File: src/rtl/gm_pkg.sv
package gm_pkg;
  typedef enum logic {
    GM_IDLE = 1'b0,
    GM_WAIT = 1'b1
  } gm_state_e;
endpackage

File: src/rtl/gm_select.sv
// Oldest-first page selection with a store-to-load ordering hold.
module gm_select #(
  parameter int NC      = 3,   // candidates: loads first, store last
  parameter int DW_W    = 29,  // width of the word-granular address
  parameter int AGE_W   = 4,
  parameter int VPN_LSB = 9    // page field start inside the word address
) (
  input  logic [NC-1:0]              valid,
  input  logic [NC-1:0][DW_W-1:0]    dw_addr,
  input  logic [NC-1:0][AGE_W-1:0]   age,
  output logic [NC-1:0]              pick,
  output logic [DW_W-VPN_LSB-1:0]    page
);
  localparam int ST    = NC - 1;
  localparam int IDX_W = (NC > 1) ? $clog2(NC) : 1;

  logic [IDX_W-1:0] oldest;
  logic             found;
  logic [AGE_W-1:0] best_age;
  logic [NC-1:0]    same_page;

  always_comb begin
    oldest   = '0;
    found    = 1'b0;
    best_age = '0;
    for (int i = 0; i < NC; i++) begin
      if (valid[i] && (!found || age[i] < best_age)) begin
        found    = 1'b1;
        best_age = age[i];
        oldest   = IDX_W'(i);
      end
    end
  end

  assign page = dw_addr[oldest][DW_W-1:VPN_LSB];

  genvar g;
  generate
    for (g = 0; g < NC; g++) begin : g_cand
      assign same_page[g] = valid[g] && (dw_addr[g][DW_W-1:VPN_LSB] == page);
      if (g == ST) begin : g_store
        assign pick[g] = same_page[g];
      end else begin : g_load
        logic younger_conflict;
        assign younger_conflict = same_page[ST] && (age[g] > age[ST]) &&
                                  (dw_addr[g] == dw_addr[ST]);
        assign pick[g] = same_page[g] && !younger_conflict;
      end
    end
  endgenerate
endmodule

File: src/rtl/gm_merge.sv
// Same-line load merging: one read per line, share tags for followers.
module gm_merge #(
  parameter int NLD    = 2,
  parameter int LINE_W = 26,
  parameter int TAG_W  = 1
) (
  input  logic [NLD-1:0]              pick,
  input  logic [NLD-1:0][LINE_W-1:0]  line,
  output logic [NLD-1:0]              rd_en,
  output logic [NLD-1:0][TAG_W-1:0]   tag
);
  logic [NLD-1:0] joined;

  always_comb begin
    joined = '0;
    rd_en  = '0;
    tag    = '0;
    for (int i = 0; i < NLD; i++) begin
      tag[i] = TAG_W'(i);
      for (int j = 0; j < NLD; j++) begin
        if (j < i && !joined[i] && pick[j] && line[j] == line[i]) begin
          joined[i] = 1'b1;
          tag[i]    = TAG_W'(j);
        end
      end
      rd_en[i] = pick[i] && !joined[i];
    end
  end
endmodule

File: src/rtl/gm_stage.sv
// Holds one admitted group across the translation and registers the issue.
module gm_stage
  import gm_pkg::*;
#(
  parameter int NLD       = 2,
  parameter int PAGE_BITS = 12,
  parameter int VPN_W     = 20,
  parameter int PPN_W     = 20,
  parameter int TAG_W     = 1,
  localparam int PA_W     = PPN_W + PAGE_BITS
) (
  input  logic                            clk,
  input  logic                            rst,
  input  logic [NLD:0]                    pick,
  input  logic [VPN_W-1:0]                page,
  input  logic [NLD-1:0][PAGE_BITS-1:0]   ld_off,
  input  logic [PAGE_BITS-1:0]            st_off,
  input  logic [NLD-1:0]                  rd_en,
  input  logic [NLD-1:0][TAG_W-1:0]       tag,
  input  logic                            tlb_rsp_valid,
  input  logic [PPN_W-1:0]                tlb_rsp_ppn,
  output logic                            can_take,
  output logic                            tlb_req_valid,
  output logic [VPN_W-1:0]                tlb_req_vpn,
  output logic [NLD-1:0]                  iss_ld_valid,
  output logic [NLD-1:0][PA_W-1:0]        iss_ld_paddr,
  output logic [NLD-1:0][TAG_W-1:0]       iss_ld_tag,
  output logic [NLD-1:0]                  iss_rd_en,
  output logic                            iss_st_valid,
  output logic [PA_W-1:0]                 iss_st_paddr
);
  gm_state_e                       state;
  logic [NLD-1:0]                  grp_ld_v;
  logic                            grp_st_v;
  logic [NLD-1:0][PAGE_BITS-1:0]   grp_ld_off;
  logic [PAGE_BITS-1:0]            grp_st_off;
  logic [NLD-1:0]                  grp_rd;
  logic [NLD-1:0][TAG_W-1:0]       grp_tag;
  logic                            rsp_here;
  logic                            take;

  assign rsp_here      = (state == GM_WAIT) && tlb_rsp_valid;
  assign can_take      = (state == GM_IDLE) || tlb_rsp_valid;
  assign take          = can_take && (|pick);
  assign tlb_req_valid = (state == GM_WAIT);

  always_ff @(posedge clk) begin
    if (rst) begin
      state        <= GM_IDLE;
      tlb_req_vpn  <= '0;
      grp_ld_v     <= '0;
      grp_st_v     <= 1'b0;
      grp_ld_off   <= '0;
      grp_st_off   <= '0;
      grp_rd       <= '0;
      grp_tag      <= '0;
      iss_ld_valid <= '0;
      iss_ld_paddr <= '0;
      iss_ld_tag   <= '0;
      iss_rd_en    <= '0;
      iss_st_valid <= 1'b0;
      iss_st_paddr <= '0;
    end else begin
      iss_ld_valid <= '0;
      iss_rd_en    <= '0;
      iss_st_valid <= 1'b0;
      if (rsp_here) begin
        iss_ld_valid <= grp_ld_v;
        iss_rd_en    <= grp_rd;
        iss_ld_tag   <= grp_tag;
        iss_st_valid <= grp_st_v;
        iss_st_paddr <= {tlb_rsp_ppn, grp_st_off};
        for (int i = 0; i < NLD; i++) begin
          iss_ld_paddr[i] <= {tlb_rsp_ppn, grp_ld_off[i]};
        end
        state <= GM_IDLE;
      end
      if (take) begin
        state       <= GM_WAIT;
        tlb_req_vpn <= page;
        grp_ld_v    <= pick[NLD-1:0];
        grp_st_v    <= pick[NLD];
        grp_ld_off  <= ld_off;
        grp_st_off  <= st_off;
        grp_rd      <= rd_en;
        grp_tag     <= tag;
      end
    end
  end
endmodule

File: src/rtl/mem_access_grouper.sv
module mem_access_grouper #(
  parameter int NLD       = 2,
  parameter int ADDR_W    = 32,
  parameter int AGE_W     = 4,
  parameter int PAGE_BITS = 12,
  parameter int LINE_BITS = 6,
  parameter int WORD_BITS = 3,
  parameter int PPN_W     = 20,
  localparam int VPN_W    = ADDR_W - PAGE_BITS,
  localparam int PA_W     = PPN_W + PAGE_BITS,
  localparam int TAG_W    = (NLD > 1) ? $clog2(NLD) : 1
) (
  input  logic                    clk,
  input  logic                    rst,
  input  logic [NLD-1:0]          ld_valid,
  input  logic [NLD*ADDR_W-1:0]   ld_addr,
  input  logic [NLD*AGE_W-1:0]    ld_age,
  output logic [NLD-1:0]          ld_ready,
  input  logic                    st_valid,
  input  logic [ADDR_W-1:0]       st_addr,
  input  logic [AGE_W-1:0]        st_age,
  output logic                    st_ready,
  output logic                    tlb_req_valid,
  output logic [VPN_W-1:0]        tlb_req_vpn,
  input  logic                    tlb_rsp_valid,
  input  logic [PPN_W-1:0]        tlb_rsp_ppn,
  output logic [NLD-1:0]          iss_ld_valid,
  output logic [NLD*PA_W-1:0]     iss_ld_paddr,
  output logic [NLD*TAG_W-1:0]    iss_ld_tag,
  output logic [NLD-1:0]          iss_rd_en,
  output logic                    iss_st_valid,
  output logic [PA_W-1:0]         iss_st_paddr
);
  localparam int NC     = NLD + 1;
  localparam int DW_W   = ADDR_W - WORD_BITS;
  localparam int LINE_W = ADDR_W - LINE_BITS;

  logic [NC-1:0]                 cand_valid;
  logic [NC-1:0][DW_W-1:0]       cand_dw;
  logic [NC-1:0][AGE_W-1:0]      cand_age;
  logic [NC-1:0]                 pick;
  logic [VPN_W-1:0]              page;
  logic [NLD-1:0][LINE_W-1:0]    ld_line;
  logic [NLD-1:0][PAGE_BITS-1:0] ld_off;
  logic [NLD-1:0]                rd_en;
  logic [NLD-1:0][TAG_W-1:0]     tag;
  logic                          can_take;
  logic [NLD-1:0][PA_W-1:0]      paddr_2d;
  logic [NLD-1:0][TAG_W-1:0]     tag_2d;

  assign cand_valid = {st_valid, ld_valid};
  assign cand_age   = {st_age, ld_age};

  genvar g;
  generate
    for (g = 0; g < NLD; g++) begin : g_ld
      assign cand_dw[g] = ld_addr[g*ADDR_W+WORD_BITS +: DW_W];
      assign ld_line[g] = ld_addr[g*ADDR_W+LINE_BITS +: LINE_W];
      assign ld_off[g]  = ld_addr[g*ADDR_W +: PAGE_BITS];
    end
  endgenerate
  assign cand_dw[NLD] = st_addr[ADDR_W-1:WORD_BITS];

  gm_select #(
    .NC(NC), .DW_W(DW_W), .AGE_W(AGE_W), .VPN_LSB(PAGE_BITS - WORD_BITS)
  ) u_select (
    .valid(cand_valid), .dw_addr(cand_dw), .age(cand_age),
    .pick(pick), .page(page)
  );

  gm_merge #(.NLD(NLD), .LINE_W(LINE_W), .TAG_W(TAG_W)) u_merge (
    .pick(pick[NLD-1:0]), .line(ld_line), .rd_en(rd_en), .tag(tag)
  );

  gm_stage #(
    .NLD(NLD), .PAGE_BITS(PAGE_BITS), .VPN_W(VPN_W), .PPN_W(PPN_W), .TAG_W(TAG_W)
  ) u_stage (
    .clk(clk), .rst(rst), .pick(pick), .page(page),
    .ld_off(ld_off), .st_off(st_addr[PAGE_BITS-1:0]),
    .rd_en(rd_en), .tag(tag),
    .tlb_rsp_valid(tlb_rsp_valid), .tlb_rsp_ppn(tlb_rsp_ppn),
    .can_take(can_take),
    .tlb_req_valid(tlb_req_valid), .tlb_req_vpn(tlb_req_vpn),
    .iss_ld_valid(iss_ld_valid), .iss_ld_paddr(paddr_2d),
    .iss_ld_tag(tag_2d), .iss_rd_en(iss_rd_en),
    .iss_st_valid(iss_st_valid), .iss_st_paddr(iss_st_paddr)
  );

  assign iss_ld_paddr = paddr_2d;
  assign iss_ld_tag   = tag_2d;
  assign ld_ready     = pick[NLD-1:0] & {NLD{can_take}};
  assign st_ready     = pick[NLD] & can_take;
endmodule

File: config.mk
export PLATFORM = sky130hd
export DESIGN_NAME = mem_access_grouper
export DESIGN_NICKNAME = d
export VERILOG_FILES = /design/src/rtl/gm_pkg.sv /design/src/rtl/gm_select.sv /design/src/rtl/gm_merge.sv /design/src/rtl/gm_stage.sv /design/src/rtl/mem_access_grouper.sv
export SDC_FILE = /design/constraint.sdc
export NUM_CORES = 1
export LEC_CHECK = 0
export ABC_AREA = 1
export BUFFER_PORTS_ARGS = -buffer_cell sky130_fd_sc_hd__buf_2
export CAP_MARGIN = 40
export CORE_MARGIN = 3
export CORE_UTILIZATION = 52
export CTS_BUF_LIST = sky130_fd_sc_hd__clkbuf_4 sky130_fd_sc_hd__clkbuf_8 sky130_fd_sc_hd__clkbuf_16
export DETAILED_ROUTE_END_ITERATION = 6
export PLACE_DENSITY_LB_ADDON = 0.15
export SLEW_MARGIN = 20
export SYNTH_ARGS = -nofsm -noshare
export SYNTH_HDL_FRONTEND = slang
export SYNTH_SLANG_ARGS = --single-unit
File: constraint.sdc
create_clock -name clk -period 5.3 [get_ports clk]
set_input_delay 1.06 -clock clk [delete_from_list [all_inputs] [get_ports clk]]
set_output_delay 1.06 -clock clk [all_outputs]
set_load 0.005 [all_outputs]
==> qor.txt <==
Rel. slew slack = 0.4981
Port Buf Inserts = 259
Post-Syn Nets = 1449
Setup crit start kind = input port
grt total ovfl = 0
synthesis-to-layout area growth = 29.01%
final setup vio count = 0
die area = 17040 sq um
Seq/Total Area, Yosys = 0.3053
core area = 14860 sq um
result of the run = finished clean
die width = 130.6 um
routability cong. = 1.051
PwrDens = 260.2 nW/um^2
warnings from Yosys = 0
f_max = 191.1 MHz
hpwl dp = 20540 um
CTS sink cnt = 123
LEAKAGE = 5.350 nW
clk_lat worst skew = 0.41 ns
crit path DAT = 4.17 ns
CP peak stage delay = 0.31 ns
first-pass GRT wire length = 40180 um
DRT antenna net count = 0
Max Slew Vio Count = 0
minimum clock period = 5.232 ns
Syn Area/Cell = 6.200 sq um
RSZ-0062 raised after global routing = true
share of layout cells above drive strength 1 = 0.2699
synth cell count leaders = 314 x nand2_1, 284 x nor2_1, 123 x dfxtp_1, 112 x nand3_1, 102 x inv_1
clock slew seen by the registers of the worst setup and hold paths = 0.05 ns
largest net degree at the start of global routing = 71
Crit Path Max Fanout = 8
setup tns final = 0 ns
H-Tree Depth = 4
cell row count = 44
DRT iter0 DRCs = 756
DRT Wirelength = 27710 um
Crit Path Class = in -> out
max-cap violation count = 0
Slew @ Worst Pin = 0.7460 ns
period utilization = 0.9872
Synth Register Bits = 123
min-delay worst type = reg -> reg
Post-route DRC = 0
Worst path most repeated cell = nand2_1
count leader, synth = nand2_1
Top FF cell, synth = dfxtp_1
peak supply drop = 204.5 uV
CTS tree = yes
Synth area leader = dfxtp_1
CTS buffer count = 17
Die Y = 130.6 um
Final Hold Viols = 0
CTS root buf = clkbuf_16
hold buffers post-CTS = 0
type of element capturing the critical path = output pin
Final Net Count = 1666
post-synth top area share = 0.3053
reg2reg setup slack = 3.53 ns
GRT Total Usage = 0.3014
number of flops mapped to enable cells by yosys = 0
Mapped Cells = 1301
Final Non-Filler Cells = 1715
total power = 2.708 mW
Fillers = 1372
Initial Util = 0.5427
num ports = 261
drt wl/cell = 16.16 um
area of the multi-input gates = 4922 sq um
Clock Skew = 0.006660 ns
synthesized cell area = 8066 sq um
FF+latch area = 2462 sq um
total placed cells including tap cells = 1671
first-pass detailed-route iteration total = 5
cell at the slowest stage of the critical path = ha_1
Via density = 5.322
Via Count = 9128
ys async rst share = 0
top post-synthesis cells by area = dfxtp_1 31%, nand2_1 15%, nor2_1 13%
vias in the first global route = 7923
Yosys cell types = 30
CP required = 4.24 ns
Clock Path Buffers = 2
initial antenna violation count = 1
==> cell type report <==
class,count,area share
diodes,1,0.0002405
clock buffers,19,0.04232
clock inverters,12,0.01443
inverters,106,0.03824
multi-input cells,973,0.4730
flip-flops and latches,123,0.2366
well taps,184,0.02212
repair buffers,297,0.1730
==> worst max-delay path, delay by kind of cell <==
kind	cells	cell delay, ns
AOI/OAI and AO/OA	2	0.18
adders and majority gates	2	0.55
buffers and inverters	6	0.73
and+or+nand+nor	19	1.65
==> logic make-up (layout without fill, tap and decap cells) <==
logic type | count (synthesis) | after routing | share of synthesized area
AOI/OAI and AO/OA | 107 | 107 | 0.06856
xor gates and xnor gates | 52 | 52 | 0.05646
adders and majority gates | 14 | 14 | 0.02172
buffers and inverters | 205 | 434 | 0.1230
DFF | 123 | 123 | 0.3053
other | 1 | 2 | 0.0004649
and+or+nand+nor | 799 | 799 | 0.4245
==> final timing paths <==
path	cells after the start	from	to
max	29	ld_valid[0]	ld_ready[0]
min	2	u_stage.grp_ld_v[1]	u_stage.iss_ld_valid[1]
max reg2reg	5	u_stage.tlb_req_valid	u_stage.tlb_req_vpn[4]
min reg2reg	2	u_stage.grp_ld_v[1]	u_stage.iss_ld_valid[1]
==> placed cells by master, fill, tap and decap left out, types with 2 or more instances in the layout <==
cell type	Yosys	layout
a2111oi_0	2	2
a21oi_1	13	11
a21oi_2	0	2
buf_12	0	6
buf_16	0	3
buf_2	13	254
buf_4	51	26
buf_6	2	5
bufinv_16	0	3
clkbuf_16	0	20
clkbuf_4	0	2
clkinv_2	0	4
clkinv_4	0	2
clkinvlp_4	0	3
dfxtp_1	123	123
ha_1	14	11
ha_4	0	3
inv_1	102	99
inv_2	4	7
nand2_1	314	264
nand2_2	3	44
nand2_4	1	9
nand3_1	112	107
nand3_2	1	4
nand3_4	0	2
nand3b_1	51	51
nand4_1	16	16
nor2_1	284	273
nor2_2	0	8
nor2_4	0	3
nor3_1	8	8
nor4_1	7	7
o2111ai_1	2	2
o21ai_0	82	79
o21ai_1	7	9
xnor2_1	26	26
xor2_1	26	26
==> metal layers <==
metal / share of wire / track usage / vias to the layer above
li1: - / - / 4528
met4: 0.041 / 0.1301 / 0
met3: 0.080 / 0.04024 / 75
met2: 0.47 / 0.5086 / 454
met5: 0 / 0 / -
met1: 0.41 / 0.3863 / 4071
==> per-stage QoR <==
step	util	setup WS, ns	cell area, sq um	hold WS [ns]
3_3_place_gp	0.6204	-0.05259	9221	0.4228
4_1_cts	0.6685	0.01696	9937	0.4286
3_5_place_dp	0.6236	-0.1110	9269	0.4215
5_1_grt	0.7001	-0.1290	10410	0.4580
2_1_floorplan	-	0.3127	8066	0.4084
6_report	0.7001	0.06773	10410	0.4287
==> repair_timing <==
item,4_1_cts,5_1_grt
pin swaps,2,40
gates resized for setup,5,101
endpoints found under the setup margin,2,3
setup buffers,0,8
cloned,2,3
==> power breakdown <==
group          leakage (nW)  switching, mW  internal (mW)  total (mW)
sequential            0.990       0.000302          0.926       0.926
combinational          4.08          0.384          0.246       0.631
clock                 0.285          0.408          0.743        1.15
==> state kept, by name, indices dropped and copies added, names as in the netlist <==
name                   cells
u_stage.iss_ld_valid       1
u_stage.iss_st_paddr      12
u_stage.grp_st_off        12
u_stage.grp_ld_v           1
u_stage.grp_tag            1
u_stage.tlb_req_vpn       20
u_stage.tlb_req_valid      1
u_stage.iss_st_valid       1
u_stage.iss_ld_tag         1
u_stage.iss_ld_paddr      44
u_stage.iss_rd_en          2
u_stage.grp_st_v           1
u_stage.grp_ld_off        24
u_stage.grp_rd             2
Note: power is estimated with default switching activity, not from simulation.
